File: src/rtl/cmdseq_pkg.sv
package cmdseq_pkg;

    localparam int CMD_ADDR_W = 13;
    localparam int PREFIX_LEN = 5;
    localparam int STEP_W     = $clog2(PREFIX_LEN + 1);

    typedef logic [CMD_ADDR_W-1:0] cmd_addr_t;

    // shared leading addresses, in the order they must be read
    localparam cmd_addr_t PREFIX_ADDR [PREFIX_LEN] = '{
        13'h0000, 13'h1555, 13'h0AAA, 13'h1FFF, 13'h10F0
    };

    localparam cmd_addr_t STORE_LAST  = 13'h0F0F;
    localparam cmd_addr_t RECALL_LAST = 13'h0F0E;

    typedef struct packed {
        logic [STEP_W-1:0] step;    // number of prefix steps matched
        logic              store;
        logic              recall;
    } det_state_t;

endpackage

File: src/rtl/cmdseq_step_match.sv
module cmdseq_step_match
    import cmdseq_pkg::*;
#(
    parameter int ADDR_W = CMD_ADDR_W
) (
    input  logic [ADDR_W-1:0] addr,
    input  logic [STEP_W-1:0] step,
    output logic              prefix_hit,
    output logic              first_hit,
    output logic              store_hit,
    output logic              recall_hit
);

    logic [PREFIX_LEN-1:0] addr_eq;
    logic [PREFIX_LEN-1:0] step_sel;

    for (genvar i = 0; i < PREFIX_LEN; i++) begin : g_prefix
        assign addr_eq[i]  = (addr == ADDR_W'(PREFIX_ADDR[i]));
        assign step_sel[i] = (step == STEP_W'(i));
    end

    logic at_final;
    assign at_final   = (step == STEP_W'(PREFIX_LEN));
    assign prefix_hit = |(addr_eq & step_sel);
    assign first_hit  = addr_eq[0];
    assign store_hit  = at_final && (addr == ADDR_W'(STORE_LAST));
    assign recall_hit = at_final && (addr == ADDR_W'(RECALL_LAST));

endmodule

File: src/rtl/cmdseq_detector.sv
module cmdseq_detector
    import cmdseq_pkg::*;
#(
    parameter int ADDR_W = CMD_ADDR_W
) (
    input  logic              clk,
    input  logic              rst_n,
    input  logic              acc_valid,
    input  logic              acc_is_read,
    input  logic [ADDR_W-1:0] acc_addr,
    input  logic              busy,
    output logic              store_req,
    output logic              recall_req
);

    det_state_t st_d, st_q;

    logic prefix_hit, first_hit, store_hit, recall_hit;

    cmdseq_step_match #(.ADDR_W(ADDR_W)) u_match (
        .addr       (acc_addr),
        .step       (st_q.step),
        .prefix_hit (prefix_hit),
        .first_hit  (first_hit),
        .store_hit  (store_hit),
        .recall_hit (recall_hit)
    );

    always_comb begin
        st_d        = st_q;
        st_d.store  = 1'b0;
        st_d.recall = 1'b0;
        if (busy) begin
            st_d.step = '0;
        end else if (acc_valid) begin
            if (acc_is_read && prefix_hit) begin
                st_d.step = st_q.step + 1'b1;
            end else if (acc_is_read && store_hit) begin
                st_d.step  = '0;
                st_d.store = 1'b1;
            end else if (acc_is_read && recall_hit) begin
                st_d.step   = '0;
                st_d.recall = 1'b1;
            end else begin
                // abort; a read of the first address restarts the pattern
                st_d.step = (acc_is_read && first_hit) ? STEP_W'(1) : '0;
            end
        end
    end

    always_ff @(posedge clk) begin
        if (!rst_n) st_q <= '0;
        else        st_q <= st_d;
    end

    assign store_req  = st_q.store;
    assign recall_req = st_q.recall;

endmodule

File: config.mk
export PLATFORM = sky130hd
export DESIGN_NAME = cmdseq_detector
export DESIGN_NICKNAME = d
export VERILOG_FILES = /design/src/rtl/cmdseq_pkg.sv /design/src/rtl/cmdseq_step_match.sv /design/src/rtl/cmdseq_detector.sv
export SDC_FILE = /design/constraint.sdc
export NUM_CORES = 1
export LEC_CHECK = 0
export BUFFER_PORTS_ARGS = -buffer_cell sky130_fd_sc_hd__buf_2
export CORE_AREA = 2 2 39 41
export CTS_BUF_LIST = sky130_fd_sc_hd__clkbuf_2 sky130_fd_sc_hd__clkbuf_4 sky130_fd_sc_hd__clkbuf_8
export CTS_CLUSTER_SIZE = 28
export DETAILED_ROUTE_END_ITERATION = 7
export DIE_AREA = 0 0 41 43
export REMOVE_ABC_BUFFERS = 1
export SYNTH_ARGS = -nofsm -noshare
export SYNTH_HDL_FRONTEND = slang
export SYNTH_SLANG_ARGS = --single-unit
File: constraint.sdc
create_clock -name clk -period 1.3 [get_ports clk]
set_input_delay 0.13 -clock clk [delete_from_list [all_inputs] [get_ports clk]]
set_output_delay 0.13 -clock clk [all_outputs]
set_load 0.01 [all_outputs]
==> results of run 1 <==
-- cells in the mapped netlist, types with 2 or more instances --
cell	number
o211a_1	2
ha_1	5
nor3_1	2
nor4_1	2
dfxtp_1	5
nand4_1	2
nand3_1	4
nand2_1	5
inv_1	4
nor2_1	2
nor2b_1	2
-- flip-flops by register name, indices dropped and copies added, names as in the netlist --
register / flops
recall_req: 1
st_q: 3
store_req: 1
-- per-stage QoR --
step	hold WS (ns)	instance area, um2	power, uW	setup WS [ns]	setup TNS [ns]
floorplan	0.252	422	174	-0.137	-0.328
global placement	0.387	604	222	-0.229	-1.04
detailed placement	0.395	604	223	-0.238	-1.01
CTS	0.144	713	427	-0.171	-0.213
global route	0.150	732	448	-0.226	-0.662
finish	0.147	732	416	-0.163	-0.277
-- how the worst min path moves through the flow --
stage	start	to	cells after the start
floorplan	acc_addr[0]	store_req	1
global placement	acc_addr[0]	store_req	2
detailed placement	acc_addr[0]	store_req	2
CTS	acc_addr[0]	store_req	2
global route	acc_addr[0]	store_req	2
finish	acc_addr[0]	store_req	2
-- worst max-delay path, cell delays in order, from the launching register on --
cell	delay [ns]
dfxtp_4	0.38
inv_4	0.05
ha_4	0.14
nor3b_4	0.13
a32o_2	0.24
a211o_1	0.29
o211a_1	0.12
-- report_power, final --
group | total, uW | internal, uW | switching [uW] | leakage [uW]
clock network | 195 | 136 | 58.3 | 0.0000184
logic | 71.1 | 37.4 | 33.7 | 0.000270
registers | 150 | 150 | 0.00508 | 0.0000424
-- kinds of logic after synthesis --
| family | count (synthesis) |
|---|---|
| multiplexers | 1 |
| AO/OA/AOI/OAI | 9 |
| AND/OR/NAND/NOR | 27 |
| buffers and inverters | 4 |
| adder cells (fa/ha/maj) | 5 |
| flip-flops | 5 |
-- what timing repair did --
action | in CTS | in global routing
pin swaps | 8 | 3
buffers inserted | 1 | 0
gates resized for setup | 21 | 3
endpoints found under the setup margin | 3 | 5
-- final cells by class --
type	instances	area [um2]	share of cell area
Multi-Input combinational cell	42	385	0.526
Tap cell	16	20.0	0.0274
Timing Repair Buffer	29	170	0.232
Sequential cell	5	109	0.149
Clock buffer	4	30.0	0.0410
Inverter	4	17.5	0.0239
-- routing by layer --
layer / GRT usage / share of wire / up-vias
li1: - / - / 261
met1: 0.164 / 0.41 / 213
met2: 0.247 / 0.49 / 25
met3: 0.0681 / 0.083 / 2
met4: 0.0400 / 0.012 / 0
met5: 0 / 0 / -
==> reports/metrics.cfg, run 1 <==
[global_route]
grt_max_degree=6
overflow=0
grt_pass1_wl_um=1770
antenna_found_initial=0
grt_pass1_vias=473
grt_util_all_layers=0.150

[synthesis]
synthCells=51
synth-seq-cells=5
synth-seq-area-share=0.237
synthArstFlopShare=0
synth_fa_ha_area_frac=0.148
synth_edf_count=0
synth_simple_gate_area_share=0.386
synth_area_um2=422
synth_xor_xnor_area_share=0
synth_warnings=0
synth_area_leader_cell=dfxtp_1
synth-main-ff-cell=dfxtp_1
synth_mux_area_frac=0.0237
synth_top_area_frac=0.237
syn_area_per_cell_um2=8.27
yosysUniqueCellTypes=27
synth_compound_area_frac=0.169
synth_top_cells_by_area=dfxtp_1 (24%), ha_1 (15%), nand3_1 (4.7%), o211a_1 (4.7%), nand2_1 (4.5%)
synth_top_family_by_area=simple AND/OR/NAND/NOR gates

[power_and_ir_drop]
p_leak_uw=0.000331
ir_worst_vdd_v=0.000433
p_per_area_nw_per_um2=568

[clock_network]
cts_inserted_buffers=3
ctsRootBufferMaster=clkbuf_4
cts.sinks=5
cts_tree=yes
clk_latency_ns=0.24
hold_buffers=0
clk_pin_slew_ns=0.04
max-clock-path-buffers=2
cts_htree_levels=1

[detailed_routing]
drcViolationCount=0
drt-total-wl_um=1120
vias=501
vias_per_cell=5.01
ant_nets=0
wire_per_inst_um=11.2
drtIter0Drc=4
drt_pass1_iterations=4

[timing]
max_freq_mhz=683
fin_worst_skew_ns=0.000410
setup_slack_ns=-0.163
finalHoldViolCount=0
setup_violations=5
worstMarginPinSlew_ns=0.303
post-route-min-period_ns=1.46
rsz0062_at_grt=true
max_slew_margin=0.796
drv_slew=0
finalCritPeriodShare=1.13

[placed_design]
hpwl_um=897
io_buffers=19
dp.cells=95
gp_congestion=0.791

[floorplan]
io_pins=20
rows=14
die_x_um=41
core_um2=1380
dieArea_um2=1760
start_util=0.305
die_h_um=43

[cells_and_area]
final_common_cell=buf_2
drive_gt1_frac=0.607
diodes=0
nets=108
instances_no_fill=100
layout_common_cells=buf_2 (19), buf_4 (10), nand2_1 (5)
fin_util=0.529
fill_cells=139
area_growth_pct=73.6

[critical_path]
cp_max_fo=3
critical_path_class=flop to flop
critPathCapture=st_q[2]
arrival_ns=1.59
reg2reg_to=st_q[2]
worstPathRequired_ns=1.43
worst-r2r-cell-count=6
critPathCaptureType=flop
cp-startpoint=st_q[2]
start_kind=flop
r2r_start=st_q[2]
r2r_slack_ns=-0.16

[outcome]
violations=negative setup slack
status=finished with violations

[min_path]
hold_path_class=primary input to flop

[flow_run]
maxCapViolations=0

No activity file was read; power rests on OpenSTA's default activity.
==> run 2, diff against run 1 <==
--- a/config.mk
+++ b/config.mk
@@ -12,6 +12,7 @@
 export DETAILED_ROUTE_END_ITERATION = 7
 export DIE_AREA = 0 0 41 43
 export REMOVE_ABC_BUFFERS = 1
+export SETUP_SLACK_MARGIN = 0.5
 export SYNTH_ARGS = -nofsm -noshare
 export SYNTH_HDL_FRONTEND = slang
 export SYNTH_SLANG_ARGS = --single-unit
==> reports/metrics.cfg, run 2 (same netlist as run 1, synthesis figures left out) <==
[clock_network]
cts_tree=yes
clk_latency_ns=0.24  ; about the same
hold_buffers=0  ; unchanged
max-clock-path-buffers=2  ; unchanged
cts_inserted_buffers=3  ; unchanged
cts_htree_levels=1  ; unchanged
clk_pin_slew_ns=0.04  ; about the same
cts.sinks=5  ; unchanged
ctsRootBufferMaster=clkbuf_4

[cells_and_area]
area_growth_pct=85.8
fin_util=0.566  ; +0.0371
largest-register=st_q
final_common_cell=buf_2
instances_no_fill=103  ; +3.0%
diodes=0  ; unchanged
drive_gt1_frac=0.632  ; +0.0250
layout_common_cells=buf_2 (16), buf_4 (13), nand2_1 (5)
nets=111  ; +2.8%
largest_reg_flops=3  ; unchanged
final_area_um2=783  ; +7.0%

[detailed_routing]
drtIter0Drc=6  ; +2
drt-total-wl_um=1150  ; +2.9%
vias=535  ; +6.8%
vias_per_cell=5.19  ; +3.7%
drt_pass1_iterations=4  ; unchanged
wire_per_inst_um=11.2  ; -0.14%
drcViolationCount=0  ; unchanged
ant_nets=0  ; unchanged

[power_and_ir_drop]
p_leak_uw=0.000364  ; +10%
ir_worst_vdd_v=0.000432  ; -0.20%
p_per_area_nw_per_um2=546  ; -3.9%

[placed_design]
gp_congestion=0.791  ; unchanged
place_area_um2=604  ; unchanged
dp.cells=95  ; unchanged
hpwl_um=897  ; unchanged
pre_cts_slack_ns=-0.238  ; unchanged
io_buffers=19  ; unchanged

[critical_path]
critical_path_class=flop to flop
arrival_ns=1.59  ; about the same
worstPathRequired_ns=1.43  ; about the same
start_kind=flop
critPathCaptureType=flop
cp_max_fo=3  ; unchanged

[global_route]
overflow=0  ; unchanged
grt_pass1_wl_um=1880  ; +6.6%
grt_pass1_vias=513  ; +8.5%
grt_util_all_layers=0.159  ; +0.00904
grt_max_degree=6  ; unchanged
antenna_found_initial=0  ; unchanged

[floorplan]
die_h_um=43  ; unchanged
io_pins=20  ; unchanged
die_x_um=41  ; unchanged
core_um2=1380  ; unchanged
dieArea_um2=1760  ; unchanged
start_util=0.305  ; unchanged
rows=14  ; unchanged

[timing]
max_freq_mhz=682  ; -0.26%
rsz0062_at_grt=true
finalCritPeriodShare=1.13  ; +0.00291
max_slew_margin=0.791  ; -0.00577
drv_slew=0  ; unchanged
finalHoldViolCount=0  ; unchanged
setup_slack_ns=-0.167  ; -0.00378 ns
fin_hold_ws_ns=0.146  ; -0.000308 ns
setup_violations=3  ; -2
post-route-min-period_ns=1.47  ; +0.00378 ns
fin_worst_skew_ns=0.000410  ; unchanged
worstMarginPinSlew_ns=0.311  ; +0.00858 ns

[outcome]
status=finished with violations
violations=negative setup slack

[flow_run]
maxCapViolations=0  ; unchanged

[min_path]
hold_path_class=primary input to flop

==> run 2: power breakdown <==
group / leakage (uW) / internal, uW / switching [uW]
sequential: 0.0000429 / 150 / 0.00532
combinational: 0.000302 / 46.4 / 36.6
clock: 0.0000184 / 136 / 58.3
==> run 2: layout make-up <==
cell class / count / area [um2]
Timing Repair Buffer: 32 / 211
Tap cell: 16 / 20.0
Multi-Input combinational cell: 42 / 394
Fill cell: 128 / 601
Sequential cell: 5 / 110
Clock buffer: 4 / 30.0
Inverter: 4 / 17.5
==> run 2: critical path: stages (launching register included) <==
cell,delay (ns)
dfxtp_4,0.38
inv_4,0.05
ha_4,0.14
nor3b_4,0.13
a32o_2,0.24
a211o_1,0.29
o211a_1,0.12
==> run 2: per-layer routing <==
layer / routed length [um] / track usage
met1: 474 / 0.170
met2: 537 / 0.238
met3: 91 / 0.0785
met4: 52 / 0.0933
met5: 0 / 0
==> run 2: stage by stage <==
stage	total power (uW)	setup TNS, ns
floorplan	174	-0.328
global placement	222	-1.04
detailed placement	223	-1.01
CTS	436	-0.217
global route	461	-0.512
finish	428	-0.248
==> run 2: path summary, 6_finish.rpt <==
| kind | startpoint | end | slack [ns] | depth (start not counted) |
|---|---|---|---|---|
| setup / recovery | st_q[2] | st_q[2] | -0.17 | 6 |
| hold / removal | acc_addr[0] | store_req | 0.15 | 2 |
| setup reg to reg | st_q[2] | st_q[2] | -0.17 | 6 |
| hold reg to reg | st_q[3] | st_q[3] | 0.52 | 2 |
==> run 2: timing repair <==
item | CTS | global route
setup buffers | 3 | 1
gates cloned | 0 | 0
resized for setup | 24 | 5
pin swaps | 12 | 8
endpoints found under the setup margin | 5 | 7
==> run 3, diff against run 2 <==
--- a/config.mk
+++ b/config.mk
@@ -5,7 +5,7 @@
 export SDC_FILE = /design/constraint.sdc
 export NUM_CORES = 1
 export LEC_CHECK = 0
-export BUFFER_PORTS_ARGS = -buffer_cell sky130_fd_sc_hd__buf_2
+export BUFFER_PORTS_ARGS = -buffer_cell sky130_fd_sc_hd__buf_4
 export CORE_AREA = 2 2 39 41
 export CTS_BUF_LIST = sky130_fd_sc_hd__clkbuf_2 sky130_fd_sc_hd__clkbuf_4 sky130_fd_sc_hd__clkbuf_8
 export CTS_CLUSTER_SIZE = 28
==> reports/metrics.cfg, run 3 (same netlist as run 1, synthesis figures left out) <==
[cells_and_area]
nets=110  ; -0.90%
area_growth_pct=95.0
multi_input_area_um2=393  ; -0.32%
layout_common_cells=buf_4 (27), nand2_1 (5), nand3_1 (4), clkbuf_4 (4), buf_6 (4)
fill_cells=128  ; unchanged
largest-register=st_q
final_common_cell=buf_4
diodes=0  ; unchanged
largest_reg_flops=3  ; unchanged
drive_gt1_frac=0.663  ; +0.0306
seqCellArea_um2=114  ; +3.4%

[critical_path]
path_cells=inv_4, ha_4, nor3b_4, a32o_2, a211o_1, o211a_1
cp_top_family=compound AO/OA/AOI/OAI gates
cp.depth=6  ; unchanged
worstPathRequired_ns=1.43  ; about the same
critical_path_buf_inv_count=1  ; unchanged
critPathCaptureType=flop
r2r_slack_ns=-0.18  ; about the same
start_kind=flop
worst_path_max_delay_cell=dfxtp_4
worst-r2r-cell-count=6  ; unchanged
r2r_start=st_q[2]
arrival_ns=1.60  ; about the same
cpPeakStageDelay_ns=0.38  ; about the same
cp_max_fo=3  ; unchanged
critical_path_class=flop to flop
reg2reg_to=st_q[2]

[detailed_routing]
ant_nets=0  ; unchanged
wire_per_inst_um=12.5  ; +12%
drt-total-wl_um=1280  ; +11%
drtIter0Drc=10  ; +4
drcViolationCount=0  ; unchanged
vias_per_cell=5.24  ; +0.79%
drt_pass1_iterations=4  ; unchanged
vias=534  ; -0.19%

[clock_network]
cts.sinks=5  ; unchanged
hold_buffers=0  ; unchanged
cts_htree_levels=1  ; unchanged
clk_pin_slew_ns=0.04  ; about the same
clk_latency_ns=0.24  ; about the same
ctsRootBufferMaster=clkbuf_4
max-clock-path-buffers=2  ; unchanged
cts_tree=yes
cts_inserted_buffers=3  ; unchanged

[power_and_ir_drop]
ir_worst_vdd_v=0.000609  ; +41%
p_leak_uw=0.000376  ; +3.4%
p_per_area_nw_per_um2=529  ; -3.0%

[timing]
fin_hold_ws_ns=0.130  ; -0.0164 ns
max_slew_margin=0.789  ; -0.00189
finalCritPeriodShare=1.14  ; +0.00685
worstMarginPinSlew_ns=0.316  ; +0.00506 ns
fin_worst_skew_ns=0.00302  ; +0.00261 ns
finalHoldViolCount=0  ; unchanged
max_freq_mhz=677  ; -0.60%
post-route-min-period_ns=1.48  ; +0.00890 ns
fin_setup_tns_ns=-0.431  ; -0.183 ns
setup_violations=3  ; unchanged
rsz0062_at_grt=true
setup_slack_ns=-0.176  ; -0.00890 ns
drv_slew=0  ; unchanged

[floorplan]
rows=14  ; unchanged
die_h_um=43  ; unchanged
io_pins=20  ; unchanged
dieArea_um2=1760  ; unchanged
core_um2=1380  ; unchanged
start_util=0.305  ; unchanged
die_x_um=41  ; unchanged

[global_route]
grt_pass1_wl_um=2170  ; +15%
grt_pass1_vias=591  ; +15%
grt_max_degree=6  ; unchanged
antenna_found_initial=0  ; unchanged
overflow=0  ; unchanged
grt_util_all_layers=0.175  ; +0.0161

[min_path]
hold_depth=2  ; unchanged
hold_path_class=primary input to flop
worst_hold_path.endpoint=store_req
hp-start=acc_addr[0]

[placed_design]
hpwl_um=943  ; +5.1%
io_buffers=19  ; unchanged
pre_cts_slack_ns=-0.245  ; -0.00771 ns
gp_congestion=0.782  ; -1.1%

[flow_run]
maxCapViolations=0  ; unchanged

[outcome]
violations=negative setup slack
status=finished with violations

==> run 3: routing by layer <==
| layer | track usage | routed length, um | vias to the layer above |
|---|---|---|---|
| met5 | 0 | 0 | - |
| met4 | 0.0267 | 10 | 0 |
| met3 | 0.0838 | 89 | 2 |
| met2 | 0.309 | 674 | 21 |
| met1 | 0.177 | 502 | 248 |
| li1 | - | - | 263 |
==> run 3: layout make-up <==
| class | count | share of cell area |
|---|---|---|
| inverters | 4 | 0.0213 |
| repair buffers | 31 | 0.301 |
| clock buffers | 4 | 0.0365 |
| flip-flops and latches | 5 | 0.139 |
| multi-input cells | 42 | 0.478 |
| well taps | 16 | 0.0244 |
==> run 3: how the worst max path moves through the flow <==
stage | from | endpoint | slack (ns)
after floorplan | st_q[2] | st_q[2] | -0.14
after global placement | st_q[4] | st_q[2] | -0.24
after detailed placement | st_q[2] | st_q[2] | -0.25
after CTS | st_q[2] | st_q[2] | -0.19
after global routing | st_q[3] | st_q[3] | -0.23
final | st_q[2] | st_q[2] | -0.18
==> run 3: timing repair <==
action                                  CTS  global route
endpoints found under the setup margin    6             7
setup buffers                             4             0
gates resized for setup                  28             5
pin swaps                                13             8
cloned                                    0             0
==> run 3: where the power goes <==
| part | internal, uW | total (uW) | switching, uW |
|---|---|---|---|
| registers | 148 | 148 | 0.00468 |
| logic | 54.6 | 89.5 | 35.0 |
| clock network | 137 | 198 | 61.4 |
==> run 3: through the flow <==
step                      std cells  total power [uW]   util  instance area [um2]
after floorplan                  51               174      -                  422
after global placement           94               234  0.466                  644
after detailed placement         94               236  0.466                  644
after CTS                       102               443  0.578                  800
after global routing            102               464  0.594                  822
final                           102               435  0.594                  822
==> run 3: worst register-to-register path, stage by stage (launching register included) <==
cell and delay, ns:
dfxtp_4 0.38, inv_4 0.05, ha_4 0.14, nor3b_4 0.14, a32o_2 0.24, a211o_1 0.30
o211a_1 0.12
